--- config.mk ---
export PLATFORM = sky130hd
export DESIGN_NAME = memcfg_regblk
export DESIGN_NICKNAME = d
export VERILOG_FILES = /design/src/rtl/memcfg_pkg.sv /design/src/rtl/memcfg_key_gate.sv /design/src/rtl/memcfg_size_field.sv /design/src/rtl/memcfg_rd_mux.sv /design/src/rtl/memcfg_regblk.sv
export SDC_FILE = /design/constraint.sdc
export NUM_CORES = 1
export LEC_CHECK = 0
export ABC_AREA = 1
export BUFFER_PORTS_ARGS = -buffer_cell sky130_fd_sc_hd__buf_2
export CAP_MARGIN = 30
export CELL_PAD_IN_SITES_DETAIL_PLACEMENT = 1
export CELL_PAD_IN_SITES_GLOBAL_PLACEMENT = 1
export CORE_MARGIN = 1.5
export CORE_UTILIZATION = 21
export DETAILED_ROUTE_END_ITERATION = 10
export PLACE_DENSITY_LB_ADDON = 0.1
export SLEW_MARGIN = 20
export SYNTH_ARGS = -nofsm -noshare
export SYNTH_HDL_FRONTEND = slang
export SYNTH_SLANG_ARGS = --single-unit
--- constraint.sdc ---
create_clock -name clk -period 1.5 [get_ports clk]
set_input_delay 0.075 -clock clk [delete_from_list [all_inputs] [get_ports clk]]
set_output_delay 0.075 -clock clk [all_outputs]
set_load 0.02 [all_outputs]
--- src/rtl/memcfg_pkg.sv ---
package memcfg_pkg;
    localparam int KEY_W      = 8;
    localparam int SIZE_W     = 3;
    localparam int BYTES_W    = 12;
    localparam int DATA_W     = 32;
    localparam int ADDR_W     = 4;
    localparam int BASE_W     = 24;

    localparam logic [KEY_W-1:0]  UNLOCK_KEY = 8'h96;
    localparam logic [KEY_W-1:0]  KEY_RST    = 8'h00;
    localparam logic [SIZE_W-1:0] SIZE_RST   = 3'd3;
    localparam logic [BASE_W-1:0] DBG_BASE   = 24'h0007C0;

    // largest size code maps to the smallest RAM; codes in between halve
    localparam int CODE_BIG   = 3;
    localparam int CODE_SMALL = 5;
    localparam int BIG_LOG2   = BYTES_W - 1;

    localparam logic [ADDR_W-1:0] OFS_KEY  = 4'h0;
    localparam logic [ADDR_W-1:0] OFS_SIZE = 4'h4;
    localparam logic [ADDR_W-1:0] OFS_BASE = 4'h8;

    typedef struct packed {
        logic [KEY_W-1:0] key;
    } key_state_t;

    typedef struct packed {
        logic [SIZE_W-1:0] code;
    } size_state_t;

    function automatic logic code_is_legal(input logic [SIZE_W-1:0] c);
        return (int'(c) >= CODE_BIG) && (int'(c) <= CODE_SMALL);
    endfunction

    function automatic logic [BYTES_W-1:0] code_to_bytes(input logic [SIZE_W-1:0] c);
        logic [BYTES_W-1:0] b;
        b = '0;
        if (code_is_legal(c)) begin
            b = BYTES_W'(1) << (BIG_LOG2 - (int'(c) - CODE_BIG));
        end
        return b;
    endfunction
endpackage

--- src/rtl/memcfg_key_gate.sv ---
module memcfg_key_gate
    import memcfg_pkg::*;
#(
    parameter int               W   = KEY_W,
    parameter logic [W-1:0]     KEY = UNLOCK_KEY,
    parameter logic [W-1:0]     RST = KEY_RST
) (
    input  logic         clk,
    input  logic         rst_n,
    input  logic         we_i,
    input  logic         sel_i,
    input  logic [W-1:0] wdata_i,
    output logic [W-1:0] key_o,
    output logic         unlocked_o
);
    logic [W-1:0] key_d, key_q;

    always_comb begin
        key_d = key_q;
        if (we_i && sel_i) begin
            key_d = wdata_i;
        end
    end

    always_ff @(posedge clk or negedge rst_n) begin
        if (!rst_n) key_q <= RST;
        else        key_q <= key_d;
    end

    assign key_o      = key_q;
    assign unlocked_o = (key_q == KEY);

    // the key only moves on a write addressed to it
    a_r4_key_hold: assert property (@(posedge clk) disable iff (!rst_n)
        !(we_i && sel_i) |=> $stable(key_q));

    // a write to the key lands on the next cycle
    a_r4_key_write: assert property (@(posedge clk) disable iff (!rst_n)
        (we_i && sel_i) |=> (key_o == $past(wdata_i)));
endmodule

--- src/rtl/memcfg_size_field.sv ---
module memcfg_size_field
    import memcfg_pkg::*;
(
    input  logic               clk,
    input  logic               rst_n,
    input  logic               we_i,
    input  logic               sel_i,
    input  logic               unlocked_i,
    input  logic [SIZE_W-1:0]  wdata_i,
    output logic [SIZE_W-1:0]  code_o,
    output logic [BYTES_W-1:0] bytes_o,
    output logic               reserved_o
);
    size_state_t st_d, st_q;

    always_comb begin
        st_d = st_q;
        if (we_i && sel_i && unlocked_i) begin
            st_d.code = wdata_i;
        end
    end

    always_ff @(posedge clk or negedge rst_n) begin
        if (!rst_n) st_q <= '{code: SIZE_RST};
        else        st_q <= st_d;
    end

    assign code_o     = st_q.code;
    assign bytes_o    = code_to_bytes(st_q.code);
    assign reserved_o = !code_is_legal(st_q.code);

    // no key, no change
    a_r2_locked_hold: assert property (@(posedge clk) disable iff (!rst_n)
        !unlocked_i |=> $stable(code_o));

    // an unlocked write is stored on the edge
    a_r3_unlocked_write: assert property (@(posedge clk) disable iff (!rst_n)
        (unlocked_i && we_i && sel_i) |=> (code_o == $past(wdata_i)));

    // decoded size is a single power of two, or zero with the flag up
    a_r6_reserved_zero: assert property (@(posedge clk) disable iff (!rst_n)
        reserved_o |-> (bytes_o == '0));
    a_r5_onehot_size: assert property (@(posedge clk) disable iff (!rst_n)
        !reserved_o |-> ($countones(bytes_o) == 1 && bytes_o >= BYTES_W'(512)));
endmodule

--- src/rtl/memcfg_rd_mux.sv ---
module memcfg_rd_mux
    import memcfg_pkg::*;
(
    input  logic [ADDR_W-1:0] addr_i,
    input  logic [KEY_W-1:0]  key_i,
    input  logic [SIZE_W-1:0] code_i,
    output logic [DATA_W-1:0] rdata_o
);
    always_comb begin
        rdata_o = '0;
        unique case (addr_i)
            OFS_KEY:  rdata_o = DATA_W'(key_i);
            OFS_SIZE: rdata_o = DATA_W'(code_i);
            OFS_BASE: rdata_o = DATA_W'(DBG_BASE);
            default:  rdata_o = '0;
        endcase
    end
endmodule

--- src/rtl/memcfg_regblk.sv ---
module memcfg_regblk
    import memcfg_pkg::*;
(
    input  logic               clk,
    input  logic               rst_n,
    input  logic               bus_we,
    input  logic [ADDR_W-1:0]  bus_addr,
    input  logic [DATA_W-1:0]  bus_wdata,
    output logic [DATA_W-1:0]  bus_rdata,
    output logic [SIZE_W-1:0]  cfg_size_code,
    output logic [BYTES_W-1:0] cfg_ram_bytes,
    output logic               cfg_reserved
);
    logic             sel_key, sel_size;
    logic [KEY_W-1:0] key_val;
    logic             unlocked;
    logic             unused_wdata;

    assign sel_key      = (bus_addr == OFS_KEY);
    assign sel_size     = (bus_addr == OFS_SIZE);
    assign unused_wdata = ^bus_wdata[DATA_W-1:KEY_W];

    memcfg_key_gate u_key (
        .clk        (clk),
        .rst_n      (rst_n),
        .we_i       (bus_we),
        .sel_i      (sel_key),
        .wdata_i    (bus_wdata[KEY_W-1:0]),
        .key_o      (key_val),
        .unlocked_o (unlocked)
    );

    memcfg_size_field u_size (
        .clk        (clk),
        .rst_n      (rst_n),
        .we_i       (bus_we),
        .sel_i      (sel_size),
        .unlocked_i (unlocked),
        .wdata_i    (bus_wdata[SIZE_W-1:0]),
        .code_o     (cfg_size_code),
        .bytes_o    (cfg_ram_bytes),
        .reserved_o (cfg_reserved)
    );

    memcfg_rd_mux u_rd (
        .addr_i  (bus_addr),
        .key_i   (key_val),
        .code_i  (cfg_size_code),
        .rdata_o (bus_rdata)
    );

    // base register is constant on the bus
    a_r7_base_const: assert property (@(posedge clk) disable iff (!rst_n)
        (bus_addr == OFS_BASE) |-> (bus_rdata == 32'h0000_07C0));
endmodule

; ---- Yosys cells after proc, flatten, opt, wreduce, memory -nomap -nowiden
; Cells that the tools add are included.
[word_totals]
register_bits = 11
latch_bits = 0
mem_bits_rw = 0
rom_bits = 0
elab_cells = 18
memories = 0
[op_classes]
add_sub_neg = 2
mul = 0
div_mod_pow = 0
n_lt_le_gt_ge = 2
n_eq_ne = 3
shift = 1
n_mux = 2
bitwise = 0
reduce_logical = 6
[op_table]
columns = cell, count
row1 = 11-bit one-hot mux with 3 select lines, 1
row2 = 1-bit by 32-bit left shift with 12-bit output (first input constant), 1
row3 = 5-bit by 32-bit subtractor with 32-bit output (first input constant), 1
row4 = 12-bit 2-to-1 mux, 1
row5 = 8-bit equality test (second input constant), 1
row6 = 4-bit by 3-bit equality test with 1-bit output (second input constant), 1
row7 = 4-bit equality test (second input constant), 1
row8 = 1-bit logical AND, 4
row9 = 4-bit logical NOT, 1
row10 = 3-bit by 2-bit subtractor with 4-bit output (second input constant), 1
row11 = 3-bit by 2-bit >= comparator with 1-bit output (second input constant), 1
row12 = 3-bit <= comparator (second input constant), 1
row13 = 1-bit logical NOT, 1

; ---- Depth between registers and ports, before layout
[logic_depth]
ltp_word = 4
depth_mapped = 7
ltp_nobuf = 7

; ---- Cells and area by module
; A second synthesis with hierarchy kept.
[unflattened]
cells_unflattened = 155
hier_area_um2 = 1028.5
[by_module_without_submodules]
columns = mod, instances, cells_per_inst, area_each_um2, seq_area_each_um2
row1 = memcfg_key_gate, 1, 44, 376.6, 200.2
row2 = memcfg_size_field, 1, 51, 320.3, 77.6
row3 = memcfg_rd_mux, 1, 51, 297.8, 0.0
row4 = memcfg_regblk, 1, 9, 33.8, 0.0

; ---- Least setup slack after synthesis
; Ideal clock, no wire load.
[synth_timing]
path_type = register -> output
from = register u_size.st_q, in the netlist u_size.code_o[1]
to = output cfg_ram_bytes[5]
arrival_ps = 2142
slack_ps = -717
stages_incl_launch_ff = 7
n_path_buf = 0
path_cell_list = dfstp_2 nand2_1 ha_1 ha_1 inv_1 nand2_1 nor4_1
[synth_via]
elab_chain_cells = 4
word_cells_on_any_way = 7
classes_between = add/sub (2) / order compare (2) / shift (1) / mux (1) / reduce/logical (1)
[synth_rtl]
columns = item, line_no
row1 = start: declaration, memcfg_size_field.sv:14  ; size_state_t st_d, st_q;
row2 = start signal: assignment, memcfg_size_field.sv:24  ; if (!rst_n) st_q <= '{code: SIZE_RST};
row3 = start signal: assignment, memcfg_size_field.sv:25  ; else st_q <= st_d;
row4 = 3-bit by 2-bit subtractor with 4-bit output, memcfg_pkg.sv:39  ; b = BYTES_W'(1) << (BIG_LOG2 - (int'(c) - CODE_BIG));
row5 = 5-bit by 32-bit subtractor with 32-bit output, memcfg_pkg.sv:39
row6 = 1-bit by 32-bit left shift with 12-bit output, memcfg_pkg.sv:39
row7 = 12-bit 2-to-1 mux *, memcfg_pkg.sv:38  ; if (code_is_legal(c)) begin
row8 = end: declaration, memcfg_regblk.sv:11  ; output logic [BYTES_W-1:0] cfg_ram_bytes,
; Mark *: on every way between the ends. The rest lies on a longest branch, timed or not.

; ---- Final worst setup path
[layout_timing]
from = register u_size.st_q, in the netlist u_size.code_o[1]
to = output cfg_ram_bytes[9]
; The elaborated chain is that of the path after synthesis.

==> run_results.csv <==
group,metric,value,unit
final_layout,drive_gt1_share,43.3,%
power,cellLeakagePower,0.000728,µW
detailed_routing,wl_per_cell,11.0,µm
logic_synthesis,yosysWarnings,0,
logic_synthesis,yosysSeqAreaShare,29.6,%
placed_design,hpwl,2170,µm
cts,clk_pin_slew,0.05,ns
logic_synthesis,synth_cell_type_count,23,
worst_setup_path,rrSetupSlack,0.38,ns
sta,rsz0062_at_grt,"true",
logic_synthesis,synth_cells,128,
worst_setup_path,r2r_end,"u_size.code_o[2]$_DFFE_PN0P_",
die,initial_core_util,21.7,%
worst_setup_path,critPathKind,"reg2out",
detailed_routing,viasPerCell,3.96,
logic_synthesis,avgSynthCellArea,7.32,µm²
die,num_io_pins,87,
worst_hold_path,hold-path-cell-count,3,
power,ir_worst_vdd,392,µV
final_layout,nNetsFinal,222,
worst_setup_path,crit_path_start_kind,"flip-flop",
cts,clock_latency,0.24,ns
status,violations,"setup timing",
worst_setup_path,worstSetupEndpoint,"cfg_ram_bytes[9]",
global_routing,grt_pass1_vias,969,
die,core,4320,µm²
placed_design,port_buffers,39,
global_routing,grt_use_total,10.8,%
final_layout,syn2layout_area_growth,47.1,%
placed_design,place.gp.congestion,0.798,
die,num_rows,24,
worst_setup_path,reg2reg_depth,6,
sta,setup_viol,11,
worst_setup_path,cp-end-kind,"output port",
cts,root_buffer,"clkbuf_8",
global_routing,antenna_found_initial,0,
placed_design,place_area,1240,µm²
status,status,"complete, but fails checks",
die,fp.dieArea,4870,µm²
detailed_routing,drt_wl_total,2560,µm
power,powerDensity,652,nW/µm²
worst_hold_path,min_path_type,"in2reg",
logic_synthesis,syn_area,937,µm²
logic_synthesis,synth_largest_area_cell,"dfrtp_1",
cts,cts_buffers,3,
sta,layout_setup_ws,-0.362,ns
sta,drv_slew,0,
global_routing,grt_pass1_wl,4330,µm
worst_setup_path,worstPathRequired,1.42,ns
sta,whs,0.0409,ns
die,die-width,69.8,µm
logic_synthesis,synth-seq-cells,11,
detailed_routing,firstDrtPassIters,2,
worst_setup_path,rr_startpoint,"u_key.key_o[6]$_DFFE_PN0P_",
global_routing,grt_max_degree,17,
worst_setup_path,cp.arrival,1.79,ns
detailed_routing,ant_nets,0,
cts,clk_path_buf_depth,2,
worst_setup_path,crit_start,"u_size.code_o[1]$_DFFE_PN1P_",
final_layout,final_area,1380,µm²
detailed_routing,dr_total_vias,918,
detailed_routing,first_iter_violations,6,
logic_synthesis,yosys-top-cells-area,"dfrtp_1 24%, buf_4 20%, nand2_1 9.2%",
logic_synthesis,synth_top_area_share,24.0,%
cts,cts_sinks,11,
global_routing,overflow,0,
worst_setup_path,path_max_fanout,4,
worst_setup_path,cp_slowest_stage_delay,0.57,ns
cts,htreeDepth,1,
sta,fin_crit_sh,124,%
final_layout,antennaDiodeCount,0,
cts,cts_tree,"yes",
sta,hold_viol,0,
power,p_total,899,µW
worst_setup_path,critical_path.most_common_cell,"ha_4",
sta,fin_setup_tns,-3.27,ns
die,die_h,69.8,µm
sta,period_needed,1.86,ns
job,drv_cap,0,
worst_setup_path,cp_cell_sequence,"nand2_4 -> ha_4 -> ha_4 -> nand4_1 -> nor2_1 -> buf_4",
detailed_routing,drc,0,
sta,clock.fmax,537,MHz
sta,fin_worst_skew,0.00420,ns
worst_setup_path,cpMaxStageDelayCell,"dfstp_2",
[Yosys cell counts]
cell type  count
nand3_4        1
nor3_1         3
nand4_1        2
dfstp_2        2
nor2_2         1
buf_8          1
a21oi_2        1
nand2_2        2
ha_1           2
nand2_1       23
nor2_4         1
o22ai_1        3
nor2_1        14
nor2_8         1
a21oi_1        4
nor4_1         1
inv_1         18
o21ai_0        6
o21ai_2        2
dfrtp_1        9
buf_4         25
conb_1         1
nand3_1        5
[cells by family after synthesis]
logic type,after synthesis,synth area share (%)
AOI/OAI and AO/OA,16,10.1
adders and majority gates,2,2.67
buffers and inverters,44,28.8
DFF,11,29.6
other,1,0.400
and+or+nand+nor,54,28.3
[routing by layer]
metal | vias up | part of all wire (%) | GRT usage (%) | wire (µm)
li1 | 458 | - | - | -
met5 | - | 0 | 0 | 0
met1 | 421 | 40 | 12.2 | 1030
met2 | 35 | 53 | 20.5 | 1370
met3 | 4 | 5.6 | 1.89 | 143
met4 | 0 | 0.78 | 2.56 | 20
[what timing repair did]
action                                 in CTS  in global routing
pin swaps                                   2                  2
gates resized for setup                    16                  4
setup buffers                               1                  1
setup endpoints to repair                  12                 12
endpoints found under the hold margin      11                  0
hold buffers                                1                  0
[state kept, by name, indices dropped and copies added, names as in the netlist]
signal	flops
u_key.key_o	8
u_size.code_o	3
[power by group]
group / total (µW) / internal (µW) / switching (µW) / leakage, µW
registers: 370 / 350 / 19.8 / 0.000130
logic: 234 / 69.0 / 165 / 0.000575
clock network: 296 / 187 / 110 / 0.0000228
[worst min path at each step]
stage,from,to
floorplan,rst_n,u_key.key_o[0]$_DFFE_PN0P_
global placement,rst_n,u_key.key_o[6]$_DFFE_PN0P_
detailed placement,rst_n,u_key.key_o[6]$_DFFE_PN0P_
CTS,bus_wdata[6],u_key.key_o[6]$_DFFE_PN0P_
global route,bus_wdata[5],u_key.key_o[5]$_DFFE_PN0P_
finish,bus_wdata[6],u_key.key_o[6]$_DFFE_PN0P_
[worst max-delay path, delay by kind of cell (launching register included)]
kind	cells	cell delay, ns
flip-flops	1	0.57
AND/OR/NAND/NOR	3	0.34
buffers and inverters	1	0.15
adder cells (fa/ha/maj)	2	0.49
[cells in the final DEF, fill, tap and decap left out, drive strengths merged, types with 4 or more instances in the layout]
cell type,count
buf,51
nand2,25
conb,23
inv,18
nor2,17
dfrtp,9
o21ai,8
nand3,6
a21oi,5
clkbuf,4
[layout make-up]
| class | instances | area [µm²] |
|---|---|---|
| clock buffer | 4 | 45.0 |
| inverter | 18 | 72.6 |
| multi-input combinational | 95 | 581 |
| sequential | 11 | 278 |
| tap | 52 | 65.1 |
| timing repair buffer | 52 | 338 |
| fill | 552 | 2950 |
[through the flow]
| stage | util (%) | instances | setup slack [ns] |
|---|---|---|---|
| after global placement | 28.8 | 225 | -0.119 |
| final | 31.9 | 232 | -0.362 |
| after global routing | 31.9 | 232 | -0.489 |
| after CTS | 31.4 | 231 | -0.383 |
| after floorplan | - | 150 | -0.271 |
| after detailed placement | 28.8 | 225 | -0.150 |
Note: power is estimated with default switching activity, not from simulation.
